`config.mk`:
```
export PLATFORM = sky130hd
export DESIGN_NAME = vec_license_tracker
export DESIGN_NICKNAME = d
export VERILOG_FILES = /design/src/rtl/vlt_pkg.sv /design/src/rtl/vlt_dirty_tracker.sv /design/src/rtl/vlt_demand.sv /design/src/rtl/vlt_license_ctrl.sv /design/src/rtl/vec_license_tracker.sv
export SDC_FILE = /design/constraint.sdc
export NUM_CORES = 1
export LEC_CHECK = 0
export ABC_AREA = 1
export ABC_CLOCK_PERIOD_IN_PS = 12600
export CORE_UTILIZATION = 50
export CTS_CLUSTER_SIZE = 16
export DETAILED_ROUTE_END_ITERATION = 8
export PLACE_DENSITY = 0.85
export SYNTH_ARGS = -nofsm -noshare
export SYNTH_HDL_FRONTEND = slang
export SYNTH_SLANG_ARGS = --single-unit
```
`constraint.sdc`:
```
create_clock -name clk -period 12.6 [get_ports clk]
set_input_delay 3.15 -clock clk [delete_from_list [all_inputs] [get_ports clk]]
set_output_delay 3.15 -clock clk [all_outputs]
set_load 0.05 [all_outputs]
```
`src/rtl/vlt_pkg.sv`:
```
// Package vlt_pkg
// Shared encodings for the vector license tracker: operand width codes,
// license level type and the register-file geometry defaults.
// Assumes: widths are encoded in two bits, licenses in two bits.
package vlt_pkg;

    typedef enum logic [1:0] {
        WID_SCALAR = 2'd0,
        WID_128    = 2'd1,
        WID_256    = 2'd2,
        WID_512    = 2'd3
    } wid_e;

    typedef logic [1:0] lic_t;

    localparam lic_t LIC_BASE  = 2'd0;
    localparam lic_t LIC_MID   = 2'd1;
    localparam lic_t LIC_HIGH  = 2'd2;

    localparam int DEF_NUM_REGS = 32;
    localparam int DEF_KEY_REGS = 16;
    localparam int DEF_WINDOW   = 8;

endpackage

```
`src/rtl/vlt_dirty_tracker.sv`:
```
// Module vlt_dirty_tracker
// Holds the sticky upper-dirty flag. Only full-width writes to the key
// (low) registers set it; an upper-zeroing instruction clears it; a context
// restore overrides both with the saved value.
// Assumes: descriptor fields are qualified by ins_valid.
module vlt_dirty_tracker
    import vlt_pkg::*;
#(
    parameter int NUM_REGS = DEF_NUM_REGS,
    parameter int KEY_REGS = DEF_KEY_REGS,
    localparam int IDX_W   = $clog2(NUM_REGS)
) (
    input  logic             clk,
    input  logic             rst_n,
    input  logic             ins_valid,
    input  logic [1:0]       ins_width,
    input  logic             ins_dst_we,
    input  logic [IDX_W-1:0] ins_dst_idx,
    input  logic             ins_dst_mask,
    input  logic             ins_zero_upper,
    input  logic             restore_strobe,
    input  logic             restore_dirty,
    output logic             dirty
);

    localparam logic [IDX_W-1:0] KEY_LIMIT = IDX_W'(KEY_REGS);

    logic key_wide_write;
    logic clear_req;

    // Decode whether this instruction writes a key register at full width.
    always_comb begin
        key_wide_write = ins_valid && ins_dst_we && !ins_dst_mask
                         && (ins_dst_idx < KEY_LIMIT)
                         && (wid_e'(ins_width) == WID_512);
        clear_req      = ins_valid && ins_zero_upper;
    end

    // Update the sticky flag: restore first, then zeroing, then setting.
    always_ff @(posedge clk) begin
        if (!rst_n) begin
            dirty <= 1'b0;
        end else if (restore_strobe) begin
            dirty <= restore_dirty;
        end else if (clear_req) begin
            dirty <= 1'b0;
        end else if (key_wide_write) begin
            dirty <= 1'b1;
        end
    end

    AST_HIGH_REG_CLEAN: assert property (@(posedge clk) disable iff (!rst_n)
        (!restore_strobe && !dirty && ins_valid && ins_dst_we
         && ins_dst_idx >= KEY_LIMIT) |=> !dirty);

    AST_MASK_DST_CLEAN: assert property (@(posedge clk) disable iff (!rst_n)
        (!restore_strobe && !dirty && ins_valid && ins_dst_mask) |=> !dirty);

    AST_KEY_WIDE_SETS: assert property (@(posedge clk) disable iff (!rst_n)
        (!restore_strobe && ins_valid && !ins_zero_upper && ins_dst_we && !ins_dst_mask
         && ins_dst_idx < KEY_LIMIT && ins_width == 2'd3) |=> dirty);

    AST_ZERO_CLEARS: assert property (@(posedge clk) disable iff (!rst_n)
        (!restore_strobe && ins_valid && ins_zero_upper) |=> !dirty);

    AST_RESTORE_LOADS: assert property (@(posedge clk) disable iff (!rst_n)
        restore_strobe |=> (dirty == $past(restore_dirty)));

endmodule

```
`src/rtl/vlt_demand.sv`:
```
// Module vlt_demand
// Turns the current descriptor, the sticky flag and a sliding window of
// recent heavy operations into a license request for this cycle.
// Assumes: the window covers the current cycle plus WINDOW-1 earlier ones.
module vlt_demand
    import vlt_pkg::*;
#(
    parameter int WINDOW   = DEF_WINDOW,
    localparam int CNT_W   = $clog2(WINDOW + 1),
    localparam int HIST_W  = WINDOW - 1
) (
    input  logic             clk,
    input  logic             rst_n,
    input  logic             ins_valid,
    input  logic             ins_vec,
    input  logic [1:0]       ins_width,
    input  logic             ins_fp_heavy,
    input  logic             ins_zero_upper,
    input  logic             dirty,
    input  logic [CNT_W-1:0] tp_threshold,
    output lic_t             demand
);

    logic              vec_op;
    logic              heavy_wide;
    logic              heavy_full;
    logic [HIST_W-1:0] hist_wide;
    logic [HIST_W-1:0] hist_full;
    logic [CNT_W-1:0]  cnt_wide;
    logic [CNT_W-1:0]  cnt_full;

    // Classify the current instruction for window accounting.
    always_comb begin
        vec_op     = ins_valid && ins_vec && !ins_zero_upper;
        heavy_wide = vec_op && ins_fp_heavy && (ins_width[1] == 1'b1);
        heavy_full = vec_op && ins_fp_heavy && (wid_e'(ins_width) == WID_512);
    end

    // Shift the per-cycle heavy-op history for both classes.
    generate
        if (HIST_W == 1) begin : g_hist_one
            always_ff @(posedge clk) begin
                if (!rst_n) begin
                    hist_wide <= '0;
                    hist_full <= '0;
                end else begin
                    hist_wide <= heavy_wide;
                    hist_full <= heavy_full;
                end
            end
        end else begin : g_hist_many
            always_ff @(posedge clk) begin
                if (!rst_n) begin
                    hist_wide <= '0;
                    hist_full <= '0;
                end else begin
                    hist_wide <= {hist_wide[HIST_W-2:0], heavy_wide};
                    hist_full <= {hist_full[HIST_W-2:0], heavy_full};
                end
            end
        end
    endgenerate

    // Count heavy operations in the window including the current cycle.
    always_comb begin
        cnt_wide = CNT_W'(heavy_wide);
        cnt_full = CNT_W'(heavy_full);
        for (int i = 0; i < HIST_W; i++) begin
            cnt_wide = cnt_wide + CNT_W'(hist_wide[i]);
            cnt_full = cnt_full + CNT_W'(hist_full[i]);
        end
    end

    // Combine flag, width and throughput into the request level.
    always_comb begin
        demand = LIC_BASE;
        if (vec_op) begin
            if (dirty)
                demand = LIC_MID;
            if (wid_e'(ins_width) == WID_512)
                demand = LIC_MID;
            if (heavy_wide && cnt_wide >= tp_threshold)
                demand = LIC_MID;
            if (heavy_full && cnt_full >= tp_threshold)
                demand = LIC_HIGH;
        end
    end

    AST_GP_NO_RAISE: assert property (@(posedge clk) disable iff (!rst_n)
        (ins_valid && !ins_vec) |-> (demand == LIC_BASE));

    AST_DIRTY_RAISES: assert property (@(posedge clk) disable iff (!rst_n)
        (ins_valid && ins_vec && !ins_zero_upper && dirty) |-> (demand != LIC_BASE));

    AST_WIDE_RAISES: assert property (@(posedge clk) disable iff (!rst_n)
        (ins_valid && ins_vec && !ins_zero_upper && ins_width == 2'd3)
        |-> (demand != LIC_BASE));

    AST_DEMAND_RANGE: assert property (@(posedge clk) disable iff (!rst_n)
        demand <= LIC_HIGH);

endmodule

```
`src/rtl/vlt_license_ctrl.sv`:
```
// Module vlt_license_ctrl
// Holds the granted license. A higher request is granted at the next edge;
// a lower request must persist for hold_cycles consecutive cycles before
// the license falls one level, and each further step needs a fresh hold.
// Assumes: hold_cycles stays constant while the license is above zero.
module vlt_license_ctrl
    import vlt_pkg::*;
#(
    parameter int HOLD_W = 16
) (
    input  logic              clk,
    input  logic              rst_n,
    input  lic_t              demand,
    input  logic [HOLD_W-1:0] hold_cycles,
    output lic_t              license
);

    logic [HOLD_W-1:0] quiet_cnt;
    logic              hold_done;

    // Decide whether this quiet cycle completes the hold interval.
    always_comb begin
        hold_done = ({1'b0, quiet_cnt} + (HOLD_W+1)'(1)) >= {1'b0, hold_cycles};
    end

    // Raise at once, step down by one after the hold interval.
    always_ff @(posedge clk) begin
        if (!rst_n) begin
            license   <= LIC_BASE;
            quiet_cnt <= '0;
        end else if (demand > license) begin
            license   <= demand;
            quiet_cnt <= '0;
        end else if (demand == license || license == LIC_BASE) begin
            quiet_cnt <= '0;
        end else if (hold_done) begin
            license   <= license - lic_t'(1);
            quiet_cnt <= '0;
        end else begin
            quiet_cnt <= quiet_cnt + HOLD_W'(1);
        end
    end

    AST_RISE_AT_ONCE: assert property (@(posedge clk) disable iff (!rst_n)
        (demand > license) |=> (license == $past(demand)));

    AST_STEP_OF_ONE: assert property (@(posedge clk) disable iff (!rst_n)
        (license < $past(license)) |-> (license == $past(license) - lic_t'(1)));

    AST_DROP_NEEDS_QUIET: assert property (@(posedge clk) disable iff (!rst_n)
        (license < $past(license)) |-> ($past(demand) < $past(license)));

    AST_LICENSE_RANGE: assert property (@(posedge clk) disable iff (!rst_n)
        license <= LIC_HIGH);

endmodule

```
`src/rtl/vec_license_tracker.sv`:
```
// Module vec_license_tracker
// Top of the frequency-license tracker: combines the sticky upper-dirty
// flag, the per-instruction request logic and the hold-based license
// controller, and maps the license to a frequency ratio code.
// Assumes: one retiring-instruction descriptor per cycle at most.
module vec_license_tracker
    import vlt_pkg::*;
#(
    parameter int NUM_REGS   = DEF_NUM_REGS,
    parameter int KEY_REGS   = DEF_KEY_REGS,
    parameter int WINDOW     = DEF_WINDOW,
    parameter int HOLD_W     = 16,
    parameter int RATIO_W    = 8,
    parameter int RATIO_L0   = 32,
    parameter int RATIO_L1   = 28,
    parameter int RATIO_L2   = 24,
    localparam int IDX_W     = $clog2(NUM_REGS),
    localparam int CNT_W     = $clog2(WINDOW + 1)
) (
    input  logic               clk,
    input  logic               rst_n,
    input  logic               ins_valid,
    input  logic               ins_vec,
    input  logic [1:0]         ins_width,
    input  logic               ins_fp_heavy,
    input  logic               ins_dst_we,
    input  logic [IDX_W-1:0]   ins_dst_idx,
    input  logic               ins_dst_mask,
    input  logic               ins_zero_upper,
    input  logic               restore_strobe,
    input  logic               restore_dirty,
    input  logic [HOLD_W-1:0]  hold_cycles,
    input  logic [CNT_W-1:0]   tp_threshold,
    output logic [1:0]         license,
    output logic [RATIO_W-1:0] freq_ratio,
    output logic               dirty_upper
);

    lic_t demand;
    lic_t lic_q;

    vlt_dirty_tracker #(
        .NUM_REGS (NUM_REGS),
        .KEY_REGS (KEY_REGS)
    ) u_dirty (
        .clk            (clk),
        .rst_n          (rst_n),
        .ins_valid      (ins_valid),
        .ins_width      (ins_width),
        .ins_dst_we     (ins_dst_we),
        .ins_dst_idx    (ins_dst_idx),
        .ins_dst_mask   (ins_dst_mask),
        .ins_zero_upper (ins_zero_upper),
        .restore_strobe (restore_strobe),
        .restore_dirty  (restore_dirty),
        .dirty          (dirty_upper)
    );

    vlt_demand #(
        .WINDOW (WINDOW)
    ) u_demand (
        .clk            (clk),
        .rst_n          (rst_n),
        .ins_valid      (ins_valid),
        .ins_vec        (ins_vec),
        .ins_width      (ins_width),
        .ins_fp_heavy   (ins_fp_heavy),
        .ins_zero_upper (ins_zero_upper),
        .dirty          (dirty_upper),
        .tp_threshold   (tp_threshold),
        .demand         (demand)
    );

    vlt_license_ctrl #(
        .HOLD_W (HOLD_W)
    ) u_ctrl (
        .clk         (clk),
        .rst_n       (rst_n),
        .demand      (demand),
        .hold_cycles (hold_cycles),
        .license     (lic_q)
    );

    // Map the granted license to its frequency ratio code.
    always_comb begin
        license = lic_q;
        unique case (lic_q)
            LIC_BASE: freq_ratio = RATIO_W'(RATIO_L0);
            LIC_MID:  freq_ratio = RATIO_W'(RATIO_L1);
            default:  freq_ratio = RATIO_W'(RATIO_L2);
        endcase
    end

    AST_RESET_STATE: assert property (@(posedge clk)
        !rst_n |=> (license == LIC_BASE && !dirty_upper));

    AST_RATIO_ORDER: assert property (@(posedge clk) disable iff (!rst_n)
        (license > $past(license)) |-> (freq_ratio < $past(freq_ratio)));

endmodule

```
* Word level (Yosys, flattened, before mapping)
Cells that the tools add are included.
Storage, ports and cells: bits in registers 33, input bits 37, output and inout bits 11, word-level logic and storage cells 64
Operators by class: add/sub/neg operators 17, $lt $le $gt $ge 5, equal/unequal tests 4, multiplexer cells 12, bitwise gates (word level) 1, reductions and logical operators 20
Operators with widths (count):
- 4-bit by 1-bit adder with 4-bit output | 12
- 16-bit by 1-bit adder with 17-bit output (second input constant) | 1
- 17-bit by 16-bit greater-or-equal comparator with 1-bit output | 1
- 16-bit by 1-bit adder with 16-bit output (second input constant) | 1
- 1-bit logical AND | 12
- 6-bit case mux with 2 select lines | 1
- 2-bit two-way mux | 5
- 4-bit greater-or-equal comparator | 2
- 1-bit two-way mux | 6
- 5-bit less-than comparator (second input constant) | 1
- 1-bit by 1-bit adder with 2-bit output | 2
- 4-bit OR reduction | 1
- 3-bit nonzero test | 1
- 2-bit by 1-bit == test with 1-bit output (second input constant) | 1
- 2-bit == test | 1
- 2-bit == test (second input constant) | 1
- 2-bit > comparator | 1
- 1-bit zero test | 2
- 2-bit zero test | 1
- 2-bit by 1-bit != test with 1-bit output (second input constant) | 1
- 2-bit AND reduction | 1
- 2-bit nonzero test | 1
- 2-bit by 1-bit subtractor with 2-bit output (second input constant) | 1
- 1-bit logical OR | 1
- 1-bit NOT | 1

* Longest topological paths before layout
depth after elaboration 20, gate-level depth with buffers 34, depth with buffers taken out 34

* Cells and area by module
From an unflattened synthesis, not the netlist that was laid out.
Unflattened totals: cells, all modules 363, area total of the unflattened synthesis 2631.3 um^2
By module, submodules not included:
- vlt_license_ctrl | times used 1, cells an instance 204, area an instance 1462.7 um^2, seq. area each 360.3 um^2
- vlt_demand | times used 1, cells an instance 134, area an instance 1029.7 um^2, seq. area each 280.3 um^2
- vlt_dirty_tracker | times used 1, cells an instance 14, area an instance 78.8 um^2, seq. area each 20.0 um^2
- vec_license_tracker | times used 1, cells an instance 11, area an instance 60.1 um^2, seq. area each 0.0 um^2

* Least setup slack after synthesis
Ideal clock, no wire load.
path kind input -> register, start point input ins_vec, end point register u_ctrl.quiet_cnt[0], library setup time 0.064 ns, arrival 7.539 ns, required time 12.536 ns, slack 4.997 ns, stages 32, buffers on the path 1, cell sequence inv_1 > nor2_1 > nand4_1 > nor2_1 > ha_1 > inv_1 > fa_1 > fa_1 > inv_1 > fa_1 > inv_1 > fa_1 > inv_1 > ha_1 > inv_1 > o21bai_1 > nand3_1 > nand3_1 > nand2_1 > inv_1 > nor2_1 > nand2_1 > ha_1 > nand2_1 > nand2_1 > inv_1 > nor2_1 > nand2_1 > nor2_2 > nand4_4 > buf_6 > nor2_1
Between the ends: elaborated cells on any way between the ends 30, those cells by class add/sub: 14; order compare: 3; eq/ne: 1; mux: 3; reduce/logical: 9
RTL lines:
- start, declared | RTL line vec_license_tracker.sv:23 | input logic ins_vec,
- 1-bit logical AND (*) (2 in a row) | RTL line vlt_demand.sv:34 | vec_op = ins_valid && ins_vec && !ins_zero_upper;
- 1-bit logical AND (*) (2 in a row) | RTL line vlt_demand.sv:36 | heavy_full = vec_op && ins_fp_heavy && (wid_e'(ins_width) == WID_512);
- via u_demand.heavy_full | RTL line vlt_demand.sv:26 | logic heavy_full;
- 1-bit by 1-bit adder with 2-bit output | RTL line vlt_demand.sv:70 | cnt_full = cnt_full + CNT_W'(hist_full[i]);
- 4-bit by 1-bit adder with 4-bit output (6 in a row) | RTL line vlt_demand.sv:70
- 4-bit greater-or-equal comparator | RTL line vlt_demand.sv:84 | if (heavy_full && cnt_full >= tp_threshold)
- 1-bit logical AND (*) | RTL line vlt_demand.sv:84
- 2-bit two-way mux (*) | RTL line vlt_demand.sv:84
- 2-bit two-way mux (*) | RTL line vlt_demand.sv:77 | if (vec_op) begin
- 2-bit == test | RTL line vlt_license_ctrl.sv:34 | end else if (demand == license || license == LIC_BASE) begin
- 1-bit logical OR | RTL line vlt_license_ctrl.sv:34
- 4-bit OR reduction (no source line) (*)
- end signal, assigned | RTL line vlt_license_ctrl.sv:40 | quiet_cnt <= quiet_cnt + HOLD_W'(1);
- end, declared | RTL line vlt_license_ctrl.sv:18 | logic [HOLD_W-1:0] quiet_cnt;
The timed path passes the listed nets; every way through them passes the cells marked *. A chain may end at the register's enable or synchronous reset.

* Final worst setup path
start point input ins_vec, end point register u_ctrl.quiet_cnt[9]
Same word-level chain as after synthesis.

==> reports/summary.txt <==
Status: completed
H-Tree Depth: 2
Critical path data arrival time: 8480 ps
Power density over the cells: 69.12 nW/µm²
All-Layer GR Usage: 0.1897
Ratio of cells with drive above 1 in the final layout: 0.06443
Beginning of the worst hold path: u_demand.hist_full[5]$_SDFF_PN0_
Clock Power Share: 0.375
Flop2flop setup slack: 7840 ps
Initial core utilization: 0.5306
Layout area overhead: 20.17%
Hold Crit Depth: 2
Most frequent cells in the layout: inv_1, nand2_1, clkdlybuf4s50_1
DRT antenna net count: 0
# IOs: 48
Crit. End Element: flip-flop
Fin util: 0.6377
Max-Cap Viols: 0
CP Buf/Inv Count: 9
Peak supply drop: 0.00007372 V
Final wirelength: 4553 µm
Hold Fails Final Rpt: 0
Cell family with most CP delay: adder cells
Initial DRC Count: 63
CTS tree: yes
RR Endpoint: u_ctrl.quiet_cnt[9]$_SDFF_PP0_
Reg2reg path depth: 27
Crit share post-route: 0.6557
Die height: 73.50 µm
Largest net degree at the start of global routing: 17
Leak: 1.726 nW
WL/cell: 10.01 µm
Vias/cell: 4.662
Final TNS setup: 0 ps
Root buffer cell: clkbuf_8
Internal: 0.1617 mW
Port buffer count: 39
Seq/Total Area, Yosys: 0.2584
Seq pwr share: 0.494
Tmin final: 8262 ps
Clock Skew: 6.779 ps
Clock transition at path regs: 70 ps
Leading cell type in the layout, fill and taps excluded: inv_1
Synthesized instance count: 347
R2R Path Start: u_demand.hist_full[0]$_SDFF_PN0_
Most used cell, CP: inv_1
Worst hold slack: 422.0 ps
Core outline area: 4817 µm²
Fin nets: 469
Clock Tree Buf Depth: 2
Hold Crit Class: reg2reg
Critical Path RT: 12820 ps
# Post-CTS Setup Buffers: 0
Die area: 5402 µm²
Crit path kind: in2reg
Final setup vio count: 0
CTS hold repair buffers: 0
Placed Cells: 448
Peak Freq: 121.0 MHz
Num rows: 25
Flops & latches, synth: 33
CP max FO: 16
Largest cells by area after synthesis: dfxtp_1, ha_1, inv_1
Clk_lat worst skew: 290 ps
First-pass GRT wire length: 7776 µm
Psw: 0.05059 mW
Post-synth cell types: 35
Slowest-stage cell, CP: fa_1
Post-synth top area share: 0.2584
Post-Layout Cell Count: 455
Final Max Slew Viols: 0
Startpoint types: input port
Syn Std Cell Area: 2556 µm²
Slew HR: 0.5594
Synth Area per Inst: 7.367 µm²
Worst Tran Pin Value: 658.8 ps
Chip width: 73.50 µm
Ant diodes: 0
Switching part of the total: 0.2383
1st-pass router iterations: 4
Num CTS Buffers: 5
Hpwl dp: 3768 µm
WHS Endpoint: u_demand.hist_full[6]$_SDFF_PN0_
RSZ-0062 raised after global routing: false
Final Power: 0.2123 mW
Number of global-route vias before repair: 2059
Synth area leader: dfxtp_1
Initial antenna violation count: 0
# DRC: 0
Synth Warn #: 0
Comb pwr share: 0.131
CP max stage delay: 490 ps
Remaining Overflow, GRT: 0
Total number of vias: 2121
Gpl congestion: 0.7781
CTS sink cnt: 33
Post-CTS Resized: 0
[logic make-up after synthesis]
family	Yosys count	share of synthesized area
simple gates	133	0.2491
fa+ha+maj	44	0.2389
other cells	1	0.001467
xor+xnor	13	0.04748
compound gates	17	0.03867
buf+inv	106	0.1659
flops	33	0.2584
[final cells by class]
class	count	area [µm²]
repair buffers	39	390.4
multi-input cells	211	1483
clock buffers	7	86.33
well taps	67	83.83
flip-flops and latches	33	660.6
inverters	98	367.9
fillers	440	1745
[cells in the mapped netlist]
master    instances
nand3_1          12
nand4_1           4
nand4_4           1
xnor2_2           1
nor2_4            1
a21oi_1          10
ha_1             36
xnor2_1           4
o41ai_1           1
nand4_2           2
buf_6             1
a211oi_1          1
nor4_2            1
nor3_4            1
nor2_1           29
inv_1            96
nor2_2            4
inv_2             2
buf_4             5
clkbuf_1          2
and3_2            1
dfxtp_1          33
o21a_1            1
or2_1             1
or2_2             2
nand2_1          67
xor2_1            8
nand2_2           1
conb_1            1
nand3_2           2
o21ai_0           2
fa_1              8
nor3_1            1
o21bai_1          2
nand3b_1          3
[worst max path at each step]
stage / startpoint / to / cells after the start
floorplan: ins_vec / u_ctrl.quiet_cnt[0]$_SDFF_PP0_ / 32
finish: ins_vec / u_ctrl.quiet_cnt[9]$_SDFF_PP0_ / 32
global route: ins_vec / u_ctrl.quiet_cnt[9]$_SDFF_PP0_ / 32
global placement: ins_vec / u_ctrl.quiet_cnt[13]$_SDFF_PP0_ / 32
CTS: ins_vec / u_ctrl.quiet_cnt[9]$_SDFF_PP0_ / 32
detailed placement: ins_vec / u_ctrl.quiet_cnt[9]$_SDFF_PP0_ / 32
[sequential cells by signal, summed over array words and instances (netlist names)]
register,count
u_ctrl.quiet_cnt,16
u_demand.hist_full,7
u_demand.hist_wide,7
u_ctrl.license,2
u_dirty.dirty,1
[through the flow]
step / area, µm² / setup WS (ps)
2_1_floorplan: 2567 / 4997
3_3_place_gp: 2985 / 4154
3_5_place_dp: 2985 / 4049
4_1_cts: 3072 / 4320
5_1_grt: 3072 / 3875
6_report: 3072 / 4338
[power by group through the flow]
stage / Clock (mW) / Combinational (mW) / Sequential, mW
6_report: 0.0796 / 0.0278 / 0.105
5_1_grt: 0.0863 / 0.0310 / 0.105
3_3_place_gp: 0 / 0.0268 / 0.107
2_1_floorplan: 0 / 0.0143 / 0.108
4_1_cts: 0.0817 / 0.0279 / 0.105
3_5_place_dp: 0 / 0.0277 / 0.107
[routing by layer]
metal / track usage / up-vias / share of wire
li1: - / 1105 / -
met1: 0.1913 / 972 / 0.43
met2: 0.3598 / 38 / 0.52
met3: 0.05624 / 6 / 0.035
met4: 0.07692 / 0 / 0.013
met5: 0 / - / 0
[worst register-to-register path: cells and delay by family, from the launching register on]
kind                       cells  cell delay, ps
AOI/OAI and AO/OA              1              50
adders and majority gates      7            2540
buffers and inverters          7             480
DFF                            1             320
and+or+nand+nor               12            1310
Power figures use the tool's default switching activity.
